--- config.mk ---
export PLATFORM = sky130hd
export DESIGN_NAME = keyrst_detect
export DESIGN_NICKNAME = d
export VERILOG_FILES = /design/src/rtl/keyrst_pkg.sv /design/src/rtl/keyrst_sync2.sv /design/src/rtl/keyrst_filter.sv /design/src/rtl/keyrst_detect.sv
export SDC_FILE = /design/constraint.sdc
export NUM_CORES = 1
export LEC_CHECK = 0
export ABC_AREA = 1
export CORE_ASPECT_RATIO = 1.25
export CORE_MARGIN = 5
export CORE_UTILIZATION = 25
export CTS_CLUSTER_SIZE = 40
export DETAILED_ROUTE_END_ITERATION = 10
export SLEW_MARGIN = 30
export SYNTH_ARGS = -nofsm -noshare
export SYNTH_HDL_FRONTEND = slang
export SYNTH_SLANG_ARGS = --single-unit
--- constraint.sdc ---
create_clock -name clk -period 2.1 [get_ports clk]
set_clock_uncertainty 0.2 [all_clocks]
set_input_delay 0.63 -clock clk [delete_from_list [all_inputs] [get_ports clk]]
set_output_delay 0.63 -clock clk [all_outputs]
set_load 0.005 [all_outputs]
--- src/rtl/keyrst_pkg.sv ---
package keyrst_pkg;

  localparam int KEY_PINS = 4;

  typedef enum logic [1:0] {
    KSEL_OFF   = 2'b00,
    KSEL_P01   = 2'b01,
    KSEL_P012  = 2'b10,
    KSEL_P0123 = 2'b11
  } ksel_e;

  // Participating-pin mask for a selector value
  function automatic logic [KEY_PINS-1:0] ksel_mask(input logic [1:0] sel);
    logic [KEY_PINS-1:0] m;
    case (sel)
      KSEL_P01:   m = 4'b0011;
      KSEL_P012:  m = 4'b0111;
      KSEL_P0123: m = 4'b1111;
      default:    m = 4'b0000;
    endcase
    return m;
  endfunction

endpackage

--- src/rtl/keyrst_sync2.sv ---
module keyrst_sync2 #(
  parameter int W = 8
) (
  input  logic         clk,
  input  logic         rst_n,
  input  logic [W-1:0] d_in,
  output logic [W-1:0] q_out
);

  logic [W-1:0] st1_q, st2_q;

  // Pins idle high, so reset both stages to ones
  always_ff @(posedge clk or negedge rst_n) begin
    if (!rst_n) begin
      st1_q <= '1;
      st2_q <= '1;
    end else begin
      st1_q <= d_in;
      st2_q <= st1_q;
    end
  end

  assign q_out = st2_q;

endmodule

--- src/rtl/keyrst_filter.sv ---
module keyrst_filter #(
  parameter int CNT_W = 8
) (
  input  logic             clk,
  input  logic             rst_n,
  input  logic             pin_lvl,
  input  logic             flt_on,
  input  logic [CNT_W-1:0] flt_len,
  output logic             low_q
);

  logic [CNT_W-1:0] cnt_q, cnt_d;
  logic             cnt_ce;
  logic             sat;

  assign sat    = (cnt_q >= flt_len);
  assign cnt_ce = pin_lvl | ~sat;

  always_comb begin
    cnt_d = cnt_q;
    if (pin_lvl)
      cnt_d = '0;
    else if (!sat)
      cnt_d = cnt_q + 1'b1;
  end

  always_ff @(posedge clk or negedge rst_n) begin
    if (!rst_n)
      cnt_q <= '0;
    else if (cnt_ce)
      cnt_q <= cnt_d;
  end

  assign low_q = ~pin_lvl & (~flt_on | sat);

  // a filtered low with a nonzero length needs a low sample one cycle earlier
  a_r5_needs_history: assert property (@(posedge clk) disable iff (!rst_n)
    (flt_on && flt_len != '0 && low_q) |-> $past(!pin_lvl));

  // a high sample restarts the count
  a_r5_reload: assert property (@(posedge clk) disable iff (!rst_n)
    pin_lvl |=> (cnt_q == '0));

endmodule

--- src/rtl/keyrst_detect.sv ---
module keyrst_detect
  import keyrst_pkg::*;
#(
  parameter int NPINS = 8,
  parameter int FLT_W = 8
) (
  input  logic                clk,
  input  logic                rst_n,
  input  logic [NPINS-1:0]    pin_raw,
  input  logic [KEY_PINS-1:0] key_ien,
  input  logic [1:0]          key_sel,
  input  logic [KEY_PINS-1:0] key_flt_en,
  input  logic [FLT_W-1:0]    flt_len,
  output logic [NPINS-1:0]    pin_in,
  output logic                rst_req
);

  logic [KEY_PINS-1:0] mask;
  logic [KEY_PINS-1:0] flt_low;
  logic [KEY_PINS-1:0] key_ok;
  logic                all_low, any_high, fire;
  logic                armed_q, armed_d;
  logic                req_d;

  keyrst_sync2 #(.W(NPINS)) u_sync (
    .clk   (clk),
    .rst_n (rst_n),
    .d_in  (pin_raw),
    .q_out (pin_in)
  );

  for (genvar k = 0; k < KEY_PINS; k++) begin : g_flt
    keyrst_filter #(.CNT_W(FLT_W)) u_flt (
      .clk     (clk),
      .rst_n   (rst_n),
      .pin_lvl (pin_in[k]),
      .flt_on  (key_flt_en[k]),
      .flt_len (flt_len),
      .low_q   (flt_low[k])
    );
  end

  assign mask     = ksel_mask(key_sel);
  assign key_ok   = key_ien & flt_low;
  assign all_low  = (|mask) & (&(key_ok | ~mask));
  assign any_high = |(mask & pin_in[KEY_PINS-1:0]);
  assign fire     = all_low & armed_q;

  always_comb begin
    armed_d = armed_q;
    if (fire)
      armed_d = 1'b0;
    else if (any_high)
      armed_d = 1'b1;
    req_d = fire;
  end

  always_ff @(posedge clk or negedge rst_n) begin
    if (!rst_n) begin
      armed_q <= 1'b1;
      rst_req <= 1'b0;
    end else begin
      armed_q <= armed_d;
      rst_req <= req_d;
    end
  end

  // single-cycle pulse
  a_r8_one_cycle: assert property (@(posedge clk) disable iff (!rst_n)
    rst_req |=> !rst_req);

  // no request from a disabled selector
  a_r1_sel_active: assert property (@(posedge clk) disable iff (!rst_n)
    rst_req |-> ($past(key_sel) != KSEL_OFF));

  // every participating pin had its input buffer on
  a_r2_ien_on: assert property (@(posedge clk) disable iff (!rst_n)
    rst_req |-> (&($past(key_ien) | ~ksel_mask($past(key_sel)))));

  // every participating synchronized pin was low
  a_r1_all_low: assert property (@(posedge clk) disable iff (!rst_n)
    rst_req |-> (($past(pin_in[KEY_PINS-1:0]) & ksel_mask($past(key_sel))) == '0));

endmodule

==> impl_metrics.py <==
metrics = {
    "status": {
        "status": "complete, no violations",
    },
    "critical_path": {
        "r2r-end": "armed_q",
        "endpoint_kind": "flop",
        "r2r_slack_ns": 0.13,
        "reg2reg_depth": 13,
        "worstPathRequired_ns": 2.08,
        "critPathLaunchType": "input pin",
        "worstPathArrival_ns": 1.99,
        "r2r-start": "g_flt[1].u_flt.cnt_q[3]",
        "path_max_fanout": 5,
        "critPathKind": "input pin to flop",
    },
    "floorplanning": {
        "dieArea_um2": 14780,
        "die-height_um": 134.7,
        "core_area_um2": 12160,
        "rows": 45,
        "io_pins": 37,
        "chipWidth_um": 109.7,
        "start_util": 0.2556,
    },
    "place": {
        "port-buffer-count": 36,
        "dp_hpwl_um": 5834,
        "gp_congestion": 0.8829,
        "dpl_worst_slack_ns": -0.6924,
        "placedInstanceArea_um2": 3776,
    },
    "synthesis": {
        "synth_fp_nets": 449,
        "synth_cell_type_count": 31,
        "async_flop_share": 1.000,
        "yosys.area.top_type_share": 0.2657,
        "syn_avg_cell_area_um2": 8.073,
        "synthFlopType": "dfrtp_1",
        "ys_seq_area_frac": 0.4094,
        "synth_edf_count": 0,
        "synth_area_leaders": "dfrtp_1 (27%), ha_1 (14%), dfstp_2 (14%)",
        "synth-seq-cells": 50,
        "synth_top_cell_by_area": "dfrtp_1",
        "yosys_warnings": 0,
        "netlist_area_um2": 3108,
        "syn_inst": 385,
    },
    "sta": {
        "maxSlewViolCount": 0,
        "max_freq_mhz": 498.3,
        "finalCritPeriodShare": 0.9557,
        "min_period_ns": 2.007,
        "max-slew-margin-rel": 0.7284,
        "setup_ws_ns": 0.09302,
        "hold_viol_final": 0,
        "hold_slack_ns": 0.06310,
        "worst_pin_slew_ns": 0.4074,
        "setup_violations": 0,
    },
    "global_routing": {
        "grt_pass1_wl_um": 13550,
        "antenna_found_initial": 0,
        "grt_pass1_vias": 2846,
        "grt_use_total": 0.1161,
        "grt_remaining_overflow": 0,
        "grt_max_degree": 36,
    },
    "cts": {
        "numCtsBuffers": 5,
        "cts_tree": "done",
        "clock_sinks": 50,
        "htree_levels": 2,
        "clockBufferDepth": 2,
        "clk_latency_ns": 0.29,
        "clock-root-buffer": "clkbuf_16",
        "clkTransAtPathRegs_ns": 0.06,
    },
    "drt": {
        "avgViaCountPerCell": 4.423,
        "drt_iter0_drc": 135,
        "detail-route-antenna-nets": 0,
        "vias": 2707,
        "wl_per_cell_um": 13.11,
        "drc": 0,
        "dr.pass1.iters": 4,
        "finalWirelength_um": 8022,
    },
    "finish": {
        "final_util": 0.3528,
        "synthToLayoutAreaGrowth_pct": 38.04,
        "fin_area_um2": 4290,
        "most-common-layout-cells": "nand2_1 (81), inv_1 (42), dfrtp_1 (32)",
        "antennaDiodeCount": 0,
        "layout-drive-gt1-share": 0.2723,
        "final_common_cell": "nand2_1",
        "final_nets": 511,
    },
    "power_and_ir_drop": {
        "p_leak_nw": 2.000,
        "p_total_mw": 2.333,
        "powerDensity_nw_per_um2": 543.8,
        "vdd_drop_max_uv": 304.0,
    },
    "min_path": {
        "min_path_type": "input pin to async pin",
    },
    "run": {
        "maxCapViolCount": 0,
    },
}
[worst max-delay path by stage]
stage | to | start | depth (start not counted) | slack [ns]
floorplan | g_flt[1].u_flt.cnt_q[5] | flt_len[7] | 8 | 0.01
global placement | g_flt[1].u_flt.cnt_q[5] | flt_len[5] | 10 | -0.68
detailed placement | g_flt[1].u_flt.cnt_q[5] | flt_len[7] | 9 | -0.69
CTS | armed_q | flt_len[7] | 13 | 0.008
global route | armed_q | flt_len[3] | 15 | -0.03
finish | g_flt[0].u_flt.cnt_q[6] | flt_len[5] | 9 | 0.09
[final cells by class]
type,instances,area [µm²]
Clock inverter,1,30.03
Clock buffer,7,132.6
Tap cell,164,205.2
Fill cell,1285,7871
Timing Repair Buffer,60,519.2
Multi-Input combinational cell,268,1868
Inverter,62,261.5
Sequential cell,50,1274
[metal layers]
metal / vias to the layer above / part of all wire / GRT usage / routed length, µm
met5: - / 0 / 0 / 0
met3: 7 / 0.046 / 0.02439 / 369
li1: 1371 / - / - / -
met2: 55 / 0.48 / 0.1955 / 3888
met1: 1274 / 0.46 / 0.1493 / 3659
met4: 0 / 0.013 / 0.03188 / 104
[cells by family after synthesis]
family / Yosys count / synth area share
buffers and inverters: 67 / 0.09139
XOR/XNOR: 7 / 0.01973
AO/OA/AOI/OAI: 49 / 0.08896
AND/OR/NAND/NOR: 176 / 0.2456
flip-flops: 50 / 0.4094
adder cells (fa/ha/maj): 36 / 0.1449
[registers in the layout (all words and copies together), names as in the netlist]
signal and cells:
u_sync.q_out 8, g_flt.u_flt.cnt_q 32, u_sync.st1_q 8, rst_req 1, armed_q 1
[cells in the mapped netlist, drive strengths merged, types with 2 or more instances]
cell type	instances
nor2	33
a21o	2
buf	5
a21oi	18
nand2	95
ha	36
nand4	7
xor2	6
or2	2
nor3	9
o21ai	20
dfstp	17
and3	2
nand3	27
o21bai	2
o21a	2
dfrtp	33
inv	61
o31ai	2
[where the power goes]
| part | internal (mW) | switching (mW) |
|---|---|---|
| logic | 0.165 | 0.196 |
| registers | 1.01 | 0.0374 |
| clock network | 0.564 | 0.358 |
| total | 1.74 | 0.592 |
[worst max-delay path, stage by stage]
cell and delay, ns:
clkdlybuf4s15_1 0.21, inv_4 0.08, ha_1 0.31, a21oi_1 0.14
o21a_1 0.19, nand2_4 0.09, nor2_1 0.13, xor2_1 0.16
nor2_1 0.05
[stage by stage]
step                 TNS, ns  cells
floorplan                  0    385
global placement      -19.34    596
detailed placement    -19.95    596
CTS                        0    611
global route        -0.03055    612
finish                     0    612
[what timing repair did]
action | CTS | global route
cloned | 0 | 0
setup buffers | 7 | 1
resized for setup | 58 | 35
setup endpoints to repair | 42 | 34
pin swaps | 20 | 9
hold buffers | 0 | 0
Power figures use the tool's default switching activity.
